`src/rtl/phy_ctl_pkg.sv`:
```
// Package: shared command and event encodings for the PHY control endpoint.
// Assumes 8-bit codes on both the request and the event channel.
package phy_ctl_pkg;
    localparam int CODE_W = 8;

    typedef enum logic [CODE_W-1:0] {
        REQ_TX_OFF      = 8'h00,
        REQ_TX_ON       = 8'h01,
        REQ_BYPASS_OPEN = 8'h02
    } req_code_e;

    typedef enum logic [CODE_W-1:0] {
        EVT_TX_OFF     = 8'h00,
        EVT_NET_ACTIVE = 8'h01
    } evt_code_e;
endpackage

```
`src/rtl/phy_ctl_req.sv`:
```
// Request decoder: turns accepted request codes into the transmit-enable and
// bypass state. It flags unknown codes and emits an off-event push for every
// off request. Assumes every request is accepted on the cycle it is presented.
module phy_ctl_req
    import phy_ctl_pkg::*;
(
    input  logic              clk,
    input  logic              rst_n,
    input  logic              req_valid,
    input  logic [CODE_W-1:0] req_code,
    output logic              tx_enable,
    output logic              bypass_open,
    output logic              req_err,
    output logic              off_push
);
    logic is_off, is_on, is_byp, is_bad;

    // Purpose: classify the presented code.
    always_comb begin
        is_off = req_valid && (req_code == REQ_TX_OFF);
        is_on  = req_valid && (req_code == REQ_TX_ON);
        is_byp = req_valid && (req_code == REQ_BYPASS_OPEN);
        is_bad = req_valid && !(is_off || is_on || is_byp);
    end

    assign off_push = is_off;

    // Purpose: hold the transmitter and bypass state and the error pulse.
    always_ff @(posedge clk) begin
        if (!rst_n) begin
            tx_enable   <= 1'b0;
            bypass_open <= 1'b0;
            req_err     <= 1'b0;
        end else begin
            req_err <= is_bad;
            if (is_off)      tx_enable <= 1'b0;
            else if (is_on)  tx_enable <= 1'b1;
            if (is_byp)      bypass_open <= 1'b1;
        end
    end

    p_off_req_r2: assert property (@(posedge clk) disable iff (!rst_n)
        (req_valid && req_code == 8'h00) |=> !tx_enable);
    p_on_req_r3: assert property (@(posedge clk) disable iff (!rst_n)
        (req_valid && req_code == 8'h01) |=> tx_enable);
    p_bypass_sticky_r4: assert property (@(posedge clk) disable iff (!rst_n)
        bypass_open |=> bypass_open);
    p_bad_code_r5: assert property (@(posedge clk) disable iff (!rst_n)
        (req_valid && req_code > 8'h02) |=> (req_err && $stable(tx_enable) && $stable(bypass_open)));
endmodule

```
`src/rtl/phy_ctl_activity.sv`:
```
// Activity detector: counts level changes of the receive line in fixed windows
// aligned to reset release. It sets the activity flag at a window end when the
// count reached the threshold, and pulses act_rise on a low-to-high change.
// Assumes rx_line is already synchronous to clk and idles low at reset.
module phy_ctl_activity #(
    parameter int WIN_CYCLES = 256,
    parameter int MIN_EDGES  = 8
) (
    input  logic clk,
    input  logic rst_n,
    input  logic rx_line,
    output logic active,
    output logic act_rise
);
    localparam int WIN_W  = (WIN_CYCLES > 2) ? $clog2(WIN_CYCLES) : 1;
    localparam int EDGE_W = $clog2(MIN_EDGES + 1);
    localparam logic [WIN_W-1:0]  WIN_LAST = WIN_W'(WIN_CYCLES - 1);
    localparam logic [EDGE_W-1:0] EDGE_MAX = EDGE_W'(MIN_EDGES);

    logic              rx_q;
    logic [WIN_W-1:0]  win_cnt;
    logic [EDGE_W-1:0] edge_cnt;
    logic [EDGE_W-1:0] edges_next;
    logic              toggle, win_end, hit;

    // Purpose: detect a line change and form the saturating count for this cycle.
    always_comb begin
        toggle     = rx_line ^ rx_q;
        edges_next = (edge_cnt == EDGE_MAX) ? edge_cnt : edge_cnt + EDGE_W'(toggle);
        win_end    = (win_cnt == WIN_LAST);
        hit        = (edges_next >= EDGE_MAX);
        act_rise   = win_end && hit && !active;
    end

    // Purpose: advance the window, count changes and judge activity at window end.
    always_ff @(posedge clk) begin
        if (!rst_n) begin
            rx_q     <= 1'b0;
            win_cnt  <= '0;
            edge_cnt <= '0;
            active   <= 1'b0;
        end else begin
            rx_q <= rx_line;
            if (win_end) begin
                win_cnt  <= '0;
                edge_cnt <= '0;
                active   <= hit;
            end else begin
                win_cnt  <= win_cnt + WIN_W'(1);
                edge_cnt <= edges_next;
            end
        end
    end

    p_window_only_r7: assert property (@(posedge clk) disable iff (!rst_n)
        !win_end |=> $stable(active));
    p_rise_sets_r8: assert property (@(posedge clk) disable iff (!rst_n)
        act_rise |=> active);
endmodule

```
`src/rtl/phy_ctl_evq.sv`:
```
// Event queue: an in-order queue of DEPTH codes with two push ports; port a
// takes precedence over port b. The head entry is offered on a valid/ready
// pair. A push that finds no free slot sets a sticky overflow flag. An entry
// taken on an edge frees its slot on that same edge.
module phy_ctl_evq
    import phy_ctl_pkg::*;
#(
    parameter int DEPTH = 2
) (
    input  logic              clk,
    input  logic              rst_n,
    input  logic              push_a,
    input  logic [CODE_W-1:0] code_a,
    input  logic              push_b,
    input  logic [CODE_W-1:0] code_b,
    output logic              evt_valid,
    input  logic              evt_ready,
    output logic [CODE_W-1:0] evt_code,
    output logic              overflow
);
    localparam int CNT_W = $clog2(DEPTH + 1);
    localparam logic [CNT_W-1:0] CNT_FULL = CNT_W'(DEPTH);

    logic [CODE_W-1:0] slot_q [DEPTH];
    logic [CODE_W-1:0] slot_n [DEPTH];
    logic [CNT_W-1:0]  cnt_q, cnt_n;
    logic              ovf_hit;

    assign evt_valid = (cnt_q != '0);
    assign evt_code  = slot_q[0];

    // Purpose: apply this cycle's pop, then pushes a and b, in that order.
    always_comb begin
        slot_n  = slot_q;
        cnt_n   = cnt_q;
        ovf_hit = 1'b0;
        if (evt_valid && evt_ready) begin
            for (int i = 0; i < DEPTH - 1; i++) slot_n[i] = slot_q[i+1];
            cnt_n = cnt_q - CNT_W'(1);
        end
        if (push_a) begin
            if (cnt_n < CNT_FULL) begin
                for (int i = 0; i < DEPTH; i++)
                    if (i == int'(cnt_n)) slot_n[i] = code_a;
                cnt_n = cnt_n + CNT_W'(1);
            end else begin
                ovf_hit = 1'b1;
            end
        end
        if (push_b) begin
            if (cnt_n < CNT_FULL) begin
                for (int i = 0; i < DEPTH; i++)
                    if (i == int'(cnt_n)) slot_n[i] = code_b;
                cnt_n = cnt_n + CNT_W'(1);
            end else begin
                ovf_hit = 1'b1;
            end
        end
    end

    // Purpose: store the queue contents, the fill level and the sticky overflow flag.
    always_ff @(posedge clk) begin
        if (!rst_n) begin
            for (int i = 0; i < DEPTH; i++) slot_q[i] <= '0;
            cnt_q    <= '0;
            overflow <= 1'b0;
        end else begin
            slot_q <= slot_n;
            cnt_q  <= cnt_n;
            if (ovf_hit) overflow <= 1'b1;
        end
    end

    p_hold_r9: assert property (@(posedge clk) disable iff (!rst_n)
        (evt_valid && !evt_ready) |=> (evt_valid && $stable(evt_code)));
    p_second_kept_r10: assert property (@(posedge clk) disable iff (!rst_n)
        (evt_valid && evt_ready && cnt_q > CNT_W'(1)) |=> evt_valid);
    p_no_overflow_clear_r11: assert property (@(posedge clk) disable iff (!rst_n)
        overflow |=> overflow);
endmodule

```
`src/rtl/phy_ctl_endpoint.sv`:
```
// Top: the PHY control and event endpoint. Requests are decoded into the
// transmitter and bypass controls. Off requests and rises of receive activity
// become queued event reports to the link layer.
// Assumes rx_line is synchronous to clk.
module phy_ctl_endpoint
    import phy_ctl_pkg::*;
#(
    parameter int WIN_CYCLES = 256,
    parameter int MIN_EDGES  = 8,
    parameter int EVT_DEPTH  = 2
) (
    input  logic              clk,
    input  logic              rst_n,
    input  logic              req_valid,
    input  logic [CODE_W-1:0] req_code,
    output logic              req_ready,
    output logic              req_err,
    output logic              tx_enable,
    output logic              bypass_open,
    input  logic              rx_line,
    output logic              link_active,
    output logic              evt_valid,
    input  logic              evt_ready,
    output logic [CODE_W-1:0] evt_code,
    output logic              evt_overflow
);
    logic off_push;
    logic act_rise;

    assign req_ready = 1'b1;

    phy_ctl_req u_req (
        .clk(clk), .rst_n(rst_n), .req_valid(req_valid), .req_code(req_code),
        .tx_enable(tx_enable), .bypass_open(bypass_open), .req_err(req_err),
        .off_push(off_push)
    );

    phy_ctl_activity #(.WIN_CYCLES(WIN_CYCLES), .MIN_EDGES(MIN_EDGES)) u_act (
        .clk(clk), .rst_n(rst_n), .rx_line(rx_line),
        .active(link_active), .act_rise(act_rise)
    );

    phy_ctl_evq #(.DEPTH(EVT_DEPTH)) u_evq (
        .clk(clk), .rst_n(rst_n),
        .push_a(off_push), .code_a(EVT_TX_OFF),
        .push_b(act_rise), .code_b(EVT_NET_ACTIVE),
        .evt_valid(evt_valid), .evt_ready(evt_ready), .evt_code(evt_code),
        .overflow(evt_overflow)
    );

    p_off_event_r6: assert property (@(posedge clk) disable iff (!rst_n)
        (req_valid && req_code == 8'h00 && !evt_valid) |=> (evt_valid && evt_code == 8'h00));
    p_reset_quiet_r1: assert property (@(posedge clk)
        !rst_n |=> (!tx_enable && !bypass_open && !evt_valid && !evt_overflow));
endmodule

```
`config.mk`:
```
export PLATFORM = sky130hd
export DESIGN_NAME = phy_ctl_endpoint
export DESIGN_NICKNAME = d
export VERILOG_FILES = /design/src/rtl/phy_ctl_pkg.sv /design/src/rtl/phy_ctl_req.sv /design/src/rtl/phy_ctl_activity.sv /design/src/rtl/phy_ctl_evq.sv /design/src/rtl/phy_ctl_endpoint.sv
export SDC_FILE = /design/constraint.sdc
export NUM_CORES = 1
export LEC_CHECK = 0
export BUFFER_PORTS_ARGS = -buffer_cell sky130_fd_sc_hd__buf_2
export CORE_MARGIN = 2
export CORE_UTILIZATION = 60
export DETAILED_ROUTE_END_ITERATION = 12
export PLACE_DENSITY = 0.84
export SLEW_MARGIN = 20
export SYNTH_ARGS = -nofsm -noshare
export SYNTH_HDL_FRONTEND = slang
export SYNTH_SLANG_ARGS = --single-unit
```
`constraint.sdc`:
```
create_clock -name clk -period 6.6 [get_ports clk]
set_input_delay 1.32 -clock clk [delete_from_list [all_inputs] [get_ports clk]]
set_output_delay 1.32 -clock clk [all_outputs]
set_load 0.02 [all_outputs]
```
==> results.yml, run 1 <==
timing:
  max_slew.worst_pin.slew_ps: 710.1
  period_needed_ps: 3551
  finalSetupViolCount: 0
  holdWs_ps: 449.7
  finalHoldViolCount: 0
  finalMaxSlewViolations: 0
  unrepaired_setup_endpoints_after_global_routing: "false"
  final.setup_skew_ps: 6.227
  max_freq_mhz: 281.6
  finalSetupTns_ps: 0
  slew_limit_headroom_pct: 52.50
  finalWorstSetupSlack_ps: 3049
  finalCritPeriodShare_pct: 53.81
synthesis:
  ys_seq_area_share_pct: 40.17
  synthCells: 181
  synthDominantCellAreaShare_pct: 40.17
  number_of_nets_in_the_synthesized_netlist: 202
  postSynthRegisterBits: 36
  synth.top_cells.by_area: "dfxtp_1 40%, ha_1 5.6%, mux2i_1 5.0%"
  synthMostInstantiatedCell: "dfxtp_1"
  mappedNetlistArea_um2: 1794
  synth.cells.most_frequent: "36 x dfxtp_1, 18 x nand2_1, 10 x nor2_1"
  netlist-cell-type-count: 56
  synthArstFlopShare_pct: 0
  synth_ff_type: "dfxtp_1"
  yosys.area.top_type: "dfxtp_1"
  synth.yosys.warnings: 0
  number_of_enable_flip_flop_cells_after_synthesis: 0
  post_synth.cell_area_avg_um2: 9.913
pwr:
  finalPower_mw: 0.4186
  combPwrFrac_pct: 20.5
  pwr_density_cell_nw_per_um2: 219.1
  seq_power_share_pct: 54.3
  switching_pwr_mw: 0.1236
  power_frac_clock_pct: 25.2
  internal-power_mw: 0.2949
  power_leakage_nw: 0.8751
  power_switching_share_pct: 29.53
  vdd_drop_max_mv: 0.1639
hold_path:
  min_from: "u_evq.slot_q[1]$_SDFF_PN0_"
  min_path_type: "register to register"
routing:
  mean_number_of_vias_per_cell: 5.878
  ant_nets: 0
  routed_wl_um: 3289
  post-route-drc-count: 1
  wl_per_cell_um: 14.30
  detailroute.via_count: 1352
  detailedRoute.firstPassIterationCount: 8
  drt_iter0_markers: 50
floorplan:
  starting_utilization_of_the_core_area_pct: 63.96
  coreArea_um2: 2805
  chipHeight_um: 58.69
  ios: 28
  die-area_um2: 3444
  standard_cell_rows: 19
  width_of_the_die_um: 58.69
setup_path:
  critical_path.top_delay_family: "simple AND/OR/NAND/NOR gates"
  cp.buffers_inverters: 2
  critPathArrivalTime_ps: 3750
  path_class: "primary input to register"
  slowest_delay_ps: 510
  required_arrival_time_at_the_worst_endpoint_ps: 6800
  cpMostUsedCell: "ha_1"
  ff2ff_setup_slack_ps: 3450
  critical_path.max_fanout: 7
  crit_path_start_kind: "primary input"
  crit_end_element: "register"
  startpoint: "evt_ready"
  r2r-start: "u_evq.cnt_q[1]$_SDFF_PN0_"
  worstPathCellList: "buf_2 > and2b_2 > xnor2_1 > inv_1 > ha_1 > mux2i_1 > ha_1 > o211ai_1 > nor4_2 > nor4b_1"
  cp_slowest_cell: "nor4_2"
clock_tree:
  cts_tree: "yes"
  clock_tree.htree_level_count: 2
  clock_tree.buffer_depth: 2
  post_cts_buffers: 0
  cts_num_sinks: 36
  cts.reportedPaths.clkPinSlew_ps: 100
  number_of_buffers_created_by_cts: 5
  ctsResizeCount: 0
  cts_root_buf: "clkbuf_4"
  insertion_delay_ps: 330
  cts_hold_buf: 0
global_route:
  via_count_of_the_first_global_routing_pass: 1323
  global_route.overflow_total: 0
  globalRouteTotalUtil_pct: 21.07
  first_pass_grt_wire_length_um: 5471
  antenna_found_initial: 0
  pin_count_of_the_biggest_net_entering_global_routing: 33
layout:
  final_net_count: 220
  postLayoutCoreUtil_pct: 68.11
  synthToLayoutAreaGrowth_pct: 6.485
  layout-drive-gt1-share_pct: 25.13
  layout.cells.non_filler: 230
  num_antenna_cells: 0
  final_cell_area_um2: 1911
placed_design:
  placed_cells_incl_taps: 223
  dp.final_hpwl_um: 2533
  place_congestion: 0.8666
  placedInstanceArea_um2: 1864
  dp_slack_ps: 2733
  numPortBuffers: 26
flow_run:
  drv_cap: 0
status:
  status: "finished with violations"
  violated_checks: "design-rule violations"
[area by class of cell]
cell class / count / area [µm²]
multi-input combinational: 121 / 935.9
fill: 220 / 894.6
sequential: 36 / 720.7
timing repair buffer: 26 / 130.1
clock buffer: 6 / 41.29
inverter: 9 / 38.79
tap: 31 / 38.79
clock inverter: 1 / 5.005
[final timing paths]
kind,to,cells after the start
setup / recovery,u_evq.evt_code[7]$_SDFF_PN0_,10
hold / removal,u_evq.slot_q[1]$_SDFF_PN0_,2
setup reg to reg,u_evq.evt_code[7]$_SDFF_PN0_,11
hold reg to reg,u_evq.slot_q[1]$_SDFF_PN0_,2
[worst register-to-register path: stages (launching register included)]
cell	delay, ps
dfxtp_1	310
inv_1	130
ha_1	220
and2b_2	270
xnor2_1	320
inv_1	170
ha_1	310
mux2i_1	300
ha_1	240
o211ai_1	100
nor4_2	510
nor4b_1	130
[flip-flops by register name (all words and copies together) (netlist names)]
register,cells
u_evq.overflow,1
u_req.req_err,1
u_act.win_cnt,8
u_evq.evt_code,8
u_evq.slot_q,8
u_evq.cnt_q,2
u_act.active,1
u_req.bypass_open,1
u_act.rx_q,1
u_req.tx_enable,1
u_act.edge_cnt,4
[per-layer routing]
metal  wire length, µm  part of all wire, %  track usage [%]  vias to the layer above
met5                 0                    0                0                        -
met4                82                  2.5            11.36                        0
met3               216                  6.6            7.033                       11
met2              1654                   50            35.47                       50
met1              1334                   41            23.47                      621
li1                  -                    -                -                      670
[power by group through the flow]
stage | Combinational (mW) | Sequential (mW) | Clock (mW)
global route | 0.0956 | 0.228 | 0.118
CTS | 0.0865 | 0.227 | 0.108
detailed placement | 0.0862 | 0.232 | 0
global placement | 0.0798 | 0.231 | 0
finish | 0.0860 | 0.227 | 0.106
floorplan | 0.0661 | 0.231 | 0
[layout by cell type (no fill, tap or decap), drive strengths merged, types with 2 or more instances in the layout]
cell | Yosys | final
nor4 | 2 | 2
inv | 9 | 9
mux2i | 9 | 9
ha | 8 | 8
or2 | 2 | 2
or3b | 2 | 2
o32ai | 2 | 2
clkbuf | 3 | 6
xnor2 | 3 | 3
nor3 | 2 | 2
xor2 | 6 | 6
nor2 | 10 | 10
nand2 | 18 | 18
dfxtp | 36 | 36
and3 | 4 | 4
nor3b | 3 | 3
nor4b | 8 | 8
buf | 12 | 26
nand3 | 6 | 6
and2 | 5 | 5
a21oi | 2 | 2
a311oi | 7 | 7
o21ai | 3 | 3
[kinds of logic after synthesis]
family                   synth area share, %
multiplexers                           5.649
other                                 0.2090
AND/OR/NAND/NOR                        26.22
AO/OA/AOI/OAI                          10.11
flip-flops                             40.17
buffers and inverters                  7.670
adder cells (fa/ha/maj)                5.579
XOR/XNOR                               4.394
Note: power is estimated with default switching activity, not from simulation.
==> run 2, diff against run 1 <==
ABC_AREA = 1   (was not set)
CORE_UTILIZATION = 50   (was 60)
PLACE_DENSITY = 0.75   (was 0.84)
clock period = 3.2 ns   (was 6.6 ns; I/O delays follow)
==> run 2 against run 1 <==
The run now ends clean. Worst hold slack better by 4.1 ps. Die area up 18%. Worst setup slack lost 2300 ps. Utilization down 11 points. Sequential power rose by 110%. Power increased by 100%. Largest power group unchanged.
==> results.yml, run 2 <==
layout:
  final_cell_area_um2: 1944
  num-fill-cells: 325
  num_antenna_cells: 0
  multiInputGateArea_um2: 860.8
  most_common_cell_after_layout_fill_and_taps_aside: "nand2_1"
  synthToLayoutAreaGrowth_pct: 8.595
  top_library_cells_by_usage_in_the_layout_fill_and_taps_aside: "56 x nand2_1, 36 x dfxtp_1, 35 x nor2_1, 28 x inv_1, 26 x buf_2"
  area.sequential_um2: 720.7
  layout-drive-gt1-share_pct: 20.61
  final_net_count: 282
synthesis:
  synthMostInstantiatedCell: "nand2_1"
  synth.yosys.warnings: 0
  post_synth.cell_area_avg_um2: 7.429
  ys_seq_area_share_pct: 40.25
  synth.top_cells.by_area: "dfxtp_1 40%, nand2_1 12%, nor2_1 7.3%"
  number_of_nets_in_the_synthesized_netlist: 262
  synth.cells.most_frequent: "56 x nand2_1, 36 x dfxtp_1, 35 x nor2_1"
  netlist-cell-type-count: 30
  mappedNetlistArea_um2: 1790
  synthArstFlopShare_pct: 0
  synthCells: 241
  synthDominantCellAreaShare_pct: 40.25
  yosys.area.top_type: "dfxtp_1"
  postSynthRegisterBits: 36
  synth_ff_type: "dfxtp_1"
  number_of_enable_flip_flop_cells_after_synthesis: 0
clock_tree:
  insertion_delay_ps: 350
  cts_tree: "yes"
  cts.reportedPaths.clkPinSlew_ps: 100
  post_cts_buffers: 0
  ctsResizeCount: 0
  number_of_buffers_created_by_cts: 5
  clock_tree.buffer_depth: 2
  cts_hold_buf: 0
  cts_num_sinks: 36
  cts_root_buf: "clkbuf_4"
  clock_tree.htree_level_count: 2
placed_design:
  placedInstanceArea_um2: 1883
  dp.final_hpwl_um: 2176
  place_congestion: 0.7441
  numPortBuffers: 26
timing:
  finalSetupTns_ps: 0
  finalCritPeriodShare_pct: 75.72
  unrepaired_setup_endpoints_after_global_routing: "false"
  max_slew.worst_pin.slew_ps: 542.8
  period_needed_ps: 2423
  finalHoldViolCount: 0
  final.setup_skew_ps: 11.32
  slew_limit_headroom_pct: 63.34
  max_freq_mhz: 412.7
  finalSetupViolCount: 0
  finalMaxSlewViolations: 0
floorplan:
  chipHeight_um: 63.84
  coreArea_um2: 3390
  die-area_um2: 4076
  standard_cell_rows: 21
  width_of_the_die_um: 63.84
  starting_utilization_of_the_core_area_pct: 52.82
  ios: 28
routing:
  post-route-drc-count: 0
  mean_number_of_vias_per_cell: 4.643
  ant_nets: 0
  detailroute.via_count: 1430
  wl_per_cell_um: 9.532
  detailedRoute.firstPassIterationCount: 4
  routed_wl_um: 2936
  drt_iter0_markers: 51
setup_path:
  crit_path_start_kind: "register"
  r2r-start: "u_evq.cnt_q[1]$_SDFF_PN0_"
  worstRegToRegCells: 13
  critPathArrivalTime_ps: 2660
  ff2ff_setup_slack_ps: 780
  required_arrival_time_at_the_worst_endpoint_ps: 3430
  worst_r2r_endpoint: "u_evq.evt_code[2]$_SDFF_PN0_"
  startpoint: "u_evq.cnt_q[1]$_SDFF_PN0_"
  critPathCapture: "u_evq.evt_code[2]$_SDFF_PN0_"
  critical_path.max_fanout: 11
  path_class: "register to register"
  crit_end_element: "register"
global_route:
  globalRouteTotalUtil_pct: 16.42
  pin_count_of_the_biggest_net_entering_global_routing: 25
  via_count_of_the_first_global_routing_pass: 1253
  first_pass_grt_wire_length_um: 5299
  global_route.overflow_total: 0
  antenna_found_initial: 0
flow_run:
  drv_cap: 0
hold_path:
  min_path_type: "register to register"
pwr:
  vdd_drop_max_mv: 0.2758
  pwr_density_cell_nw_per_um2: 432.6
  power_leakage_nw: 0.9686
status:
  status: "complete, no violations"
==> run 2: worst min-delay path by stage <==
stage                           startpoint                     endpoint  cells after the start
6_report       u_act.win_cnt[0]$_SDFF_PP0_  u_act.win_cnt[0]$_SDFF_PP0_                      1
5_1_grt        u_act.win_cnt[0]$_SDFF_PP0_  u_act.win_cnt[0]$_SDFF_PP0_                      1
4_1_cts        u_act.win_cnt[0]$_SDFF_PP0_  u_act.win_cnt[0]$_SDFF_PP0_                      1
3_5_place_dp   u_act.win_cnt[0]$_SDFF_PP0_  u_act.win_cnt[0]$_SDFF_PP0_                      1
3_3_place_gp   u_act.win_cnt[0]$_SDFF_PP0_  u_act.win_cnt[0]$_SDFF_PP0_                      1
2_1_floorplan  u_act.win_cnt[0]$_SDFF_PP0_  u_act.win_cnt[0]$_SDFF_PP0_                      1
==> run 2: area by class of cell <==
type | instances | area share (%)
multi-input combinational | 162 | 44.27
clock inverter | 2 | 0.5148
clock buffer | 6 | 2.638
inverter | 30 | 5.856
timing repair buffer | 26 | 6.692
sequential | 36 | 37.07
tap | 46 | 2.960
==> run 2: per-layer routing <==
metal | vias to the layer above | share of wire, % | GRT usage (%) | wire, µm
met2 | 17 | 45 | 25.91 | 1314
met3 | 8 | 3.1 | 4.754 | 91
met5 | - | 0 | 0 | 0
met1 | 619 | 50 | 20.68 | 1464
li1 | 786 | - | - | -
met4 | 0 | 2.2 | 7.337 | 65
==> run 2: stage by stage <==
step	setup slack (ps)	hold WS (ps)	utilization, %	cells	total power, mW
final	777.0	453.9	57.36	308	0.8411
after global routing	478.9	477.8	57.36	308	0.8897
after CTS	733.3	464.8	57.36	308	0.8510
after detailed placement	668.4	444.9	55.56	300	0.5996
after global placement	709.0	435.8	55.56	300	0.5964
after floorplan	1134	417.9	-	241	0.5757
==> run 2: power breakdown <==
part           switching [mW]  leakage [nW]  internal [mW]
clock network           0.149        0.0380          0.105
registers             0.00778         0.292          0.459
logic                  0.0785         0.639         0.0426
total                   0.235         0.969          0.606
==> run 2: logic make-up (layout without fill, tap and decap cells) <==
logic type | Yosys count | count (layout) | share of synthesized area [%]
XOR/XNOR | 3 | 3 | 1.468
other | 1 | 1 | 0.2094
AND/OR/NAND/NOR | 134 | 134 | 34.87
adder cells (fa/ha/maj) | 8 | 8 | 5.591
flip-flops | 36 | 36 | 40.25
AO/OA/AOI/OAI | 16 | 16 | 5.940
buffers and inverters | 43 | 64 | 11.67
==> run 2: critical path, stage by stage, from the launching register on <==
cell	delay, ps
dfxtp_1	430
inv_1	60
ha_1	200
nor2_2	420
nand2_2	120
o21ai_4	130
ha_1	270
inv_1	70
o21ai_2	70
inv_1	80
ha_1	170
nand2_2	70
nor2_4	180
nor2_1	60
